### config.mk
export PLATFORM = sky130hd
export DESIGN_NAME = flash_wordlog_tracker
export DESIGN_NICKNAME = d
export VERILOG_FILES = /design/src/rtl/fwt_pkg.sv /design/src/rtl/fwt_page_tally.sv /design/src/rtl/fwt_word_slot.sv /design/src/rtl/flash_wordlog_tracker.sv
export SDC_FILE = /design/constraint.sdc
export NUM_CORES = 2
export LEC_CHECK = 0
export ABC_AREA = 1
export BUFFER_PORTS_ARGS = -buffer_cell sky130_fd_sc_hd__buf_2
export CORE_AREA = 5 5 312 436
export CTS_BUF_LIST = sky130_fd_sc_hd__clkbuf_4 sky130_fd_sc_hd__clkbuf_8
export DETAILED_ROUTE_END_ITERATION = 8
export DIE_AREA = 0 0 317 441
export PLACE_DENSITY = 0.78
export SKIP_CTS_REPAIR_TIMING = 1
export SYNTH_ARGS = -nofsm -noshare
export SYNTH_HDL_FRONTEND = slang
export SYNTH_SLANG_ARGS = --single-unit
### constraint.sdc
create_clock -name clk -period 1.55 [get_ports clk]
set_input_delay 0.0775 -clock clk [delete_from_list [all_inputs] [get_ports clk]]
set_output_delay 0.0775 -clock clk [all_outputs]
set_load 0.03 [all_outputs]
### src/rtl/fwt_pkg.sv
// Package: shared defaults for the flash word write-rule tracker.
// Assumes nothing beyond being compiled before the modules that use it.
package fwt_pkg;
    localparam int DEF_WORD_W      = 32;
    localparam int DEF_NUM_WORDS   = 16;
    localparam int DEF_BIT_ZEROS   = 2;
    localparam int DEF_WORD_WRITES = 8;
    localparam int DEF_PAGE_WRITES = 1024;
endpackage

### src/rtl/fwt_page_tally.sv
// Module: counts in-range writes to the page since the last erase.
// It flags the write that goes past the page limit.
// Assumes wr_i is already gated by index range and erase priority.
module fwt_page_tally #(
    parameter int MAX_PAGE_WRITES = fwt_pkg::DEF_PAGE_WRITES
) (
    input  logic clk,
    input  logic rst_n,
    input  logic clr_i,
    input  logic wr_i,
    output logic over_o
);
    localparam int PC_W = $clog2(MAX_PAGE_WRITES + 2);

    logic [PC_W-1:0] pcnt;

    // The current write is over the limit once the count has reached it.
    assign over_o = wr_i && (pcnt >= PC_W'(MAX_PAGE_WRITES));

    // Saturating page write counter, cleared by erase.
    always_ff @(posedge clk) begin
        if (!rst_n || clr_i)
            pcnt <= '0;
        else if (wr_i && (pcnt != PC_W'(MAX_PAGE_WRITES + 1)))
            pcnt <= pcnt + 1'b1;
    end

    assert_page_cnt_bound_R5: assert property (@(posedge clk) disable iff (!rst_n)
        pcnt <= PC_W'(MAX_PAGE_WRITES + 1));
    assert_page_clear_R1: assert property (@(posedge clk) disable iff (!rst_n)
        clr_i |=> (pcnt == '0));
endmodule

### src/rtl/fwt_word_slot.sv
// Module: one flash word. It holds the stored data (AND on program), the
// per-bit zero-write counters, the word write counter and the undefined marker.
// Assumes wr_i is only high for an in-range write that no erase overrides.
module fwt_word_slot #(
    parameter int WORD_W          = fwt_pkg::DEF_WORD_W,
    parameter int MAX_BIT_ZEROS   = fwt_pkg::DEF_BIT_ZEROS,
    parameter int MAX_WORD_WRITES = fwt_pkg::DEF_WORD_WRITES
) (
    input  logic              clk,
    input  logic              rst_n,
    input  logic              clr_i,
    input  logic              wr_i,
    input  logic [WORD_W-1:0] data_i,
    input  logic              page_over_i,
    output logic [WORD_W-1:0] data_o,
    output logic              undef_o,
    output logic              viol_o
);
    localparam int ZC_W = $clog2(MAX_BIT_ZEROS + 2);
    localparam int WC_W = $clog2(MAX_WORD_WRITES + 2);

    logic [WORD_W-1:0] bit_over;
    logic [WC_W-1:0]   wcnt;
    logic              word_over;

    genvar b;
    generate
        for (b = 0; b < WORD_W; b++) begin : g_bit
            logic [ZC_W-1:0] zcnt;
            // This bit is over its limit if it gets another 0 after reaching the limit.
            assign bit_over[b] = !data_i[b] && (zcnt >= ZC_W'(MAX_BIT_ZEROS));
            // Saturating count of zeros programmed into this bit.
            always_ff @(posedge clk) begin
                if (!rst_n || clr_i)
                    zcnt <= '0;
                else if (wr_i && !data_i[b] && (zcnt != ZC_W'(MAX_BIT_ZEROS + 1)))
                    zcnt <= zcnt + 1'b1;
            end
        end
    endgenerate

    assign word_over = (wcnt >= WC_W'(MAX_WORD_WRITES));
    assign viol_o    = wr_i && ((|bit_over) || word_over || page_over_i);

    // Saturating word write counter, cleared by erase.
    always_ff @(posedge clk) begin
        if (!rst_n || clr_i)
            wcnt <= '0;
        else if (wr_i && (wcnt != WC_W'(MAX_WORD_WRITES + 1)))
            wcnt <= wcnt + 1'b1;
    end

    // Stored data: erase sets it to all ones, a program clears bits.
    always_ff @(posedge clk) begin
        if (!rst_n || clr_i)
            data_o <= '1;
        else if (wr_i)
            data_o <= data_o & data_i;
    end

    // Undefined marker: set by a violating write, cleared by erase.
    always_ff @(posedge clk) begin
        if (!rst_n || clr_i)
            undef_o <= 1'b0;
        else if (viol_o)
            undef_o <= 1'b1;
    end

    assert_erase_ones_R1: assert property (@(posedge clk) disable iff (!rst_n)
        clr_i |=> ((data_o == '1) && !undef_o));
    assert_and_update_R2: assert property (@(posedge clk) disable iff (!rst_n)
        (wr_i && !clr_i) |=> ((data_o & ~$past(data_i)) == '0));
    assert_word_limit_R4: assert property (@(posedge clk) disable iff (!rst_n)
        (wr_i && !clr_i && (wcnt >= WC_W'(MAX_WORD_WRITES))) |=> undef_o);
    assert_no_write_keeps_R2: assert property (@(posedge clk) disable iff (!rst_n)
        (!wr_i && !clr_i) |=> $stable(data_o));
endmodule

### src/rtl/flash_wordlog_tracker.sv
// Module: top of the flash word write-rule tracker. It decodes the write
// index, fans commands out to the word slots and the page tally, keeps the
// sticky violation flag and registers read results.
// Assumes NUM_WORDS is a power of two of at least 2. Erase beats a same-cycle write.
module flash_wordlog_tracker #(
    parameter int WORD_W          = fwt_pkg::DEF_WORD_W,
    parameter int NUM_WORDS       = fwt_pkg::DEF_NUM_WORDS,
    parameter int MAX_BIT_ZEROS   = fwt_pkg::DEF_BIT_ZEROS,
    parameter int MAX_WORD_WRITES = fwt_pkg::DEF_WORD_WRITES,
    parameter int MAX_PAGE_WRITES = fwt_pkg::DEF_PAGE_WRITES,
    localparam int SEL_W          = $clog2(NUM_WORDS),
    localparam int IDX_W          = SEL_W + 1
) (
    input  logic              clk,
    input  logic              rst_n,
    input  logic              erase_i,
    input  logic              wr_i,
    input  logic [IDX_W-1:0]  wr_idx_i,
    input  logic [WORD_W-1:0] wr_data_i,
    input  logic              rd_i,
    input  logic [IDX_W-1:0]  rd_idx_i,
    output logic [WORD_W-1:0] rd_data_o,
    output logic              rd_undef_o,
    output logic              rd_valid_o,
    output logic              viol_o,
    output logic              idx_err_o
);
    logic                 wr_in_range, rd_in_range;
    logic                 wr_ok, wr_bad;
    logic                 page_over;
    logic [NUM_WORDS-1:0] slot_wr, slot_viol, slot_undef;
    logic [WORD_W-1:0]    slot_data [NUM_WORDS];

    assign wr_in_range = (wr_idx_i < IDX_W'(NUM_WORDS));
    assign rd_in_range = (rd_idx_i < IDX_W'(NUM_WORDS));
    assign wr_ok       = wr_i && !erase_i && wr_in_range;
    assign wr_bad      = wr_i && !erase_i && !wr_in_range;

    fwt_page_tally #(.MAX_PAGE_WRITES(MAX_PAGE_WRITES)) u_page (
        .clk    (clk),
        .rst_n  (rst_n),
        .clr_i  (erase_i),
        .wr_i   (wr_ok),
        .over_o (page_over)
    );

    genvar w;
    generate
        for (w = 0; w < NUM_WORDS; w++) begin : g_slot
            assign slot_wr[w] = wr_ok && (wr_idx_i[SEL_W-1:0] == SEL_W'(w));
            fwt_word_slot #(
                .WORD_W          (WORD_W),
                .MAX_BIT_ZEROS   (MAX_BIT_ZEROS),
                .MAX_WORD_WRITES (MAX_WORD_WRITES)
            ) u_slot (
                .clk         (clk),
                .rst_n       (rst_n),
                .clr_i       (erase_i),
                .wr_i        (slot_wr[w]),
                .data_i      (wr_data_i),
                .page_over_i (page_over),
                .data_o      (slot_data[w]),
                .undef_o     (slot_undef[w]),
                .viol_o      (slot_viol[w])
            );
        end
    endgenerate

    // Sticky violation flag: set by any violating write, cleared by erase.
    always_ff @(posedge clk) begin
        if (!rst_n || erase_i)
            viol_o <= 1'b0;
        else if (|slot_viol)
            viol_o <= 1'b1;
    end

    // Out-of-range write pulse, high for the one cycle after the write.
    always_ff @(posedge clk) begin
        if (!rst_n)
            idx_err_o <= 1'b0;
        else
            idx_err_o <= wr_bad;
    end

    // Registered readback with a one-cycle latency.
    always_ff @(posedge clk) begin
        if (!rst_n) begin
            rd_valid_o <= 1'b0;
            rd_data_o  <= '0;
            rd_undef_o <= 1'b0;
        end else begin
            rd_valid_o <= rd_i;
            if (rd_i) begin
                if (rd_in_range) begin
                    rd_data_o  <= slot_data[rd_idx_i[SEL_W-1:0]];
                    rd_undef_o <= slot_undef[rd_idx_i[SEL_W-1:0]];
                end else begin
                    rd_data_o  <= '1;
                    rd_undef_o <= 1'b1;
                end
            end
        end
    end

    assert_one_slot_R2: assert property (@(posedge clk) disable iff (!rst_n)
        $onehot0(slot_wr));
    assert_viol_sticky_R6: assert property (@(posedge clk) disable iff (!rst_n)
        (viol_o && !erase_i) |=> viol_o);
    assert_idx_err_pulse_R8: assert property (@(posedge clk) disable iff (!rst_n)
        wr_bad |=> idx_err_o);
    assert_idx_err_only_bad_R8: assert property (@(posedge clk) disable iff (!rst_n)
        !wr_bad |=> !idx_err_o);
    assert_read_latency_R9: assert property (@(posedge clk) disable iff (!rst_n)
        rd_i |=> rd_valid_o);
    assert_erase_clears_R1: assert property (@(posedge clk) disable iff (!rst_n)
        erase_i |=> !viol_o);
endmodule

# Word-level counts from Yosys, hierarchy flattened
# Index checks and enable logic that the tools add are counted.
# Widths: inputs -> output; s select.
# totals
elab_cells,3871
in_bits,47
ff_bits,1663
# classes
n_eq_ne,544
mux,7
n_bitwise,17
addsub,529
n_lt_le_gt_ge,533
reduce_logical,1675
# ops
op,n
$logic_and 1x1->1,1589
$add 2x1->2 const B,512
$ge 2x2->1 const B,512
$ne 2x2->1 const B,512
$and 32x32->32,16
$reduce_or 32->1,16
$bmux 32 s4,1
$mux 32,3
$add 4x1->4 const B,16
$ge 4x4->1 const B,16
$ne 4x4->1 const B,16
$logic_not 1->1,35
$logic_or 1x1->1,33
$eq 4x4->1 const B,8
$eq 4x3->1 const B,4
$reduce_or 16->1,1
$add 11x1->11 const B,1
$ge 11x11->1 const B,1
$ne 11x11->1 const B,1
$lt 5x5->1 const B,2
$eq 4x2->1 const B,2
$ge 5x5->1 const B,1
$lt 4x5->1 const B,1
$not 4->5,1
4 further kinds,5

# Logic depth before layout (Yosys ltp)
# logic_depth
depth_word,7
depth_mapped,15
depth_no_buf,14

# Cells and area by module
# Synthesis repeated with hierarchy kept, for this count alone.
# unflattened
cells_unflattened,10826
hier_area_um2,83689.0
# by_module_without_submodules
mod,cells_each,area_each_um2,n_inst
fwt_word_slot (g_slot[0].u_slot ...),581,4773.3,15
flash_wordlog_tracker,1427,6655.1,1
fwt_word_slot (g_slot[9].u_slot),577,4732.0,1
fwt_page_tally,107,701.9,1

# Worst setup path before layout
# OpenSTA, ideal clock, no wires.
# synth_timing
path_type,flip-flop to flip-flop
from,register g_slot[15].u_slot.g_bit[4].zcnt[0]
to,register viol_o
setup_ns,0.128
path_slack_ns,-0.010
synth_period_minus_slack_ns,1.560
path_stages_with_launch,15
arrival_ns,1.432
path_cell_list,dfxtp_1 inv_1 ha_1 nor2_1 nor2_1 nor2_1 nand2_1 nor2_1 nand2_1 o21ai_0 nand2_1 nor2_1 nand3_1 nor2_1 nor2_1
# synth_between
elab_chain_len,7
# synth_lines
element,line,text
"start, declared",fwt_word_slot.sv:29,logic [ZC_W-1:0] zcnt;
"start signal, assigned",fwt_word_slot.sv:37,zcnt <= zcnt + 1'b1;
$ge 2x2->1,fwt_word_slot.sv:31,assign bit_over[b] = !data_i[b] && (zcnt >= ZC_W'(MAX_BIT_ZEROS));
$logic_and 1x1->1,fwt_word_slot.sv:31,
$reduce_or 32->1,fwt_word_slot.sv:43,assign viol_o = wr_i && ((|bit_over) || word_over || page_over_i);
$logic_or 1x1->1 (2 in series),fwt_word_slot.sv:43,
$logic_and 1x1->1,fwt_word_slot.sv:43,
$reduce_or 16->1,flash_wordlog_tracker.sv:73,else if (|slot_viol)
"end signal, assigned",flash_wordlog_tracker.sv:72,viol_o <= 1'b0;
"end signal, assigned",flash_wordlog_tracker.sv:74,viol_o <= 1'b1;
"end, declared",flash_wordlog_tracker.sv:25,"output logic viol_o,"
# No other way between the ends.
# A chain may end at the register's enable or synchronous reset.

# Final worst setup path
# layout_timing
from,register g_slot[5].u_slot.g_bit[30].zcnt[0]
to,register viol_o
# layout_between
elab_chain_len,7
# layout_lines
element,line
"start, declared",fwt_word_slot.sv:29
"start signal, assigned",fwt_word_slot.sv:37
$ge 2x2->1,fwt_word_slot.sv:31
$logic_and 1x1->1,fwt_word_slot.sv:31
$reduce_or 32->1,fwt_word_slot.sv:43
$logic_or 1x1->1 (2 in series),fwt_word_slot.sv:43
$logic_and 1x1->1,fwt_word_slot.sv:43
$reduce_or 16->1,flash_wordlog_tracker.sv:73
# No other way between the ends.

==> reports/results.txt <==
GP Congestion: 0.978
min Tclk post-route: 2020 ps
Synth area leader: dfxtp_1
Final nets: 11300
Final WS setup: -467 ps
TritonCTS clock tree: done
Area contributors post-synth: dfxtp_1 43%, ha_1 12%, o21ai_0 12%
R2R cell count: 12
GR Overflow Total: 0
EDFF count, synth: 0
Async SR Flop Fraction: 0%
Post-synth top flop: dfxtp_1
largest driver fanout on the critical path: 2
Final Skew: 57.1 ps
initial antenna violation count: 25
Worst setup EP type: flip-flop
pins over their slew limit: 0
Starting Density: 58.3%
Clk Latency, worst-skew pair: 1010 ps
Min Hold Slack: -89.8 ps
VDD IR max: 0.000953 V
Detail Route Antenna Nets: 0
post-synthesis cell count: 9370
I/O pin count: 83
commonest non-fill, non-tap cell in the layout: o21ai_0
DP HPWL: 175000 um
Avg Cell Area, Syn: 8.20 sq um
core box area: 132000 sq um
initial DRC count: 6906
FF+latch count, synth: 1663
max_slew headroom: 13.0%
vias in the first global route: 73500
first-pass GRT wire length: 386000 um
DR vias: 74300
clk root buf: clkbuf_8
CTS max path bufs: 3
Syn Nets: 10200
overall routing resource usage: 35.0%
failing checks: hold timing, setup timing
Port-buffer cells: 82
H-tree depth: 4
share of the synthesized area in the top cell type: 43.3%
Die Wd: 317 um
DRC viols: 0
kind of critical path: flip-flop to flip-flop
yosys warns: 0
WP data required: 2420 ps
Hold Vio Cnt, Final: 10
cell area after synthesis: 76900 sq um
Cell variety after synth: 47
die area: 140000 sq um
r2r setup slk: -470 ps
Max-cap violations: 0
vias per cell: 5.93
TritonCTS Buffers: 241
Routed WL: 262000 um
sequential element share of the synthesized area: 43.3%
RSZ-0062 raised after global routing: true
Finish-stage setup viols: 1049
first-pass iteration count of the detailed router: 6
Hold Startpoint: wr_i
Area Growth Syn to Fin: 25.4%
Die Ht: 441 um
Worst Path Arrival: 2890 ps
Hold Crit Class: primary input to flip-flop
pin count of the biggest net entering global routing: 72
Min-Delay Endpoint: g_slot[7].u_slot.undef_o
WL/cell: 21.0 um
CTS clock-pin slew for the worst setup and hold paths: 70 ps
Worst setup SP type: flip-flop
reg-to-reg critical path startpoint: g_slot[5].u_slot.g_bit[30].zcnt[0]
leakage: 41.8 nW
Tcrit/Tclk final: 130%
worst-margin pin slew: 1300 ps
status: complete, but fails checks
most frequent cells in the layout: 1728 x o21ai_0, 1563 x dfxtp_1, 1152 x buf_4
post-layout util: 73.1%
worst hold path stage count: 7
reg2reg end: viol_o
layout cell share with drive strength beyond 1: 21.6%
Power Density: 904 nW/um^2
Row Count: 158
Max Clock Freq: 496 MHz
# clock sinks: 1663
-- state kept, by name (all words and copies together) (netlist names), 11 cells and up --
signal                    flops
g_slot.u_slot.wcnt           64
g_slot.u_slot.undef_o        16
g_slot.u_slot.g_bit.zcnt   1024
g_slot.u_slot.data_o        512
u_page.pcnt                  11
rd_data_o                    32
-- final cells by class --
| cell class | instances | area, sq um |
|---|---|---|
| Antenna cell | 15 | 37.5 |
| Clock buffer | 400 | 5000 |
| Clock inverter | 39 | 363 |
| Fill cell | 9168 | 35500 |
| Inverter | 842 | 3180 |
| Multi-Input combinational cell | 6336 | 39100 |
| Sequential cell | 1663 | 33400 |
| Tap cell | 1760 | 2200 |
| Timing Repair Buffer | 1464 | 13000 |
-- cell usage after synthesis, drive strengths merged, types with 5 or more instances --
cell type and count:
a21oi 1109, and2 5, nand3 152, o211ai 35
o21ai 1875, nor4 6, inv 824, dfxtp 1663
ha 744, or2 45, mux2i 128, nand2 1143
nand4 33, clkinv 18, buf 122, nand3b 161
clkbuf 407, nor3 361, o221ai 129, nor2 391
-- routing by layer --
metal | vias to the layer above | share of wire, % | GRT usage (%)
met4 | 16 | 11 | 31.2
met1 | 34900 | 34 | 37.1
met5 | - | 0.040 | 0
li1 | 34500 | - | -
met2 | 3452 | 46 | 59.1
met3 | 1366 | 9.2 | 6.70
-- where the power goes --
group | total [mW] | leakage (nW) | internal (mW) | switching [mW]
Sequential | 43.0 | 13.5 | 42.9 | 0.0908
Combinational | 5.56 | 25.5 | 1.83 | 3.73
Clock | 38.6 | 2.87 | 21.1 | 17.5
Total | 87.1 | 41.8 | 65.8 | 21.3
-- per-stage QoR --
stage          cell area, sq um  TNS (ps)  power [mW]  std cells  worst slack, ps
4_1_cts                   94200    -10870        86.6      12400             -739
3_5_place_dp              88900   -575870        48.8      12000             -745
2_1_floorplan             76900         0        46.2       9370             7.39
5_1_grt                   96300   -197500        89.3      12500             -558
6_report                  96300   -122920        87.1      12500             -467
3_3_place_gp              88900   -525410        48.7      12000             -766
-- worst max-delay path, stage by stage, from the launching register on --
cell and delay, ps:
dfxtp_1 340, inv_1 50, ha_1 200, o21ai_1 290, nand2_1 110, nor2_2 220
nand3_1 140, nor2_2 110, nor2_1 70, nor2_1 100, nand3_1 90, nor2_1 110
nor2_1 50
-- how the worst max path moves through the flow --
stage / start / endpoint / depth (start not counted)
2_1_floorplan: g_slot[10].u_slot.g_bit[2].zcnt[0] / viol_o / 14
3_3_place_gp: g_slot[15].u_slot.g_bit[17].zcnt[0] / viol_o / 13
3_5_place_dp: g_slot[15].u_slot.g_bit[17].zcnt[0] / viol_o / 13
4_1_cts: g_slot[15].u_slot.g_bit[17].zcnt[0] / viol_o / 13
5_1_grt: g_slot[1].u_slot.g_bit[17].zcnt[0] / viol_o / 13
6_report: g_slot[5].u_slot.g_bit[30].zcnt[0] / viol_o / 12
-- logic make-up (layout without fill, tap and decap cells) --
logic type / after synthesis / in the layout / synth area share [%]
AO/OA/AOI/OAI: 3161 / 3161 / 21.4
XOR/XNOR: 1 / 1 / 0.0114
adder cells (fa/ha/maj): 744 / 744 / 12.1
buffers and inverters: 1371 / 2745 / 6.97
flip-flops: 1663 / 1663 / 43.3
multiplexers: 128 / 128 / 1.67
other: 0 / 15 / 0
AND/OR/NAND/NOR: 2302 / 2302 / 14.6
Note: power is estimated with default switching activity, not from simulation.
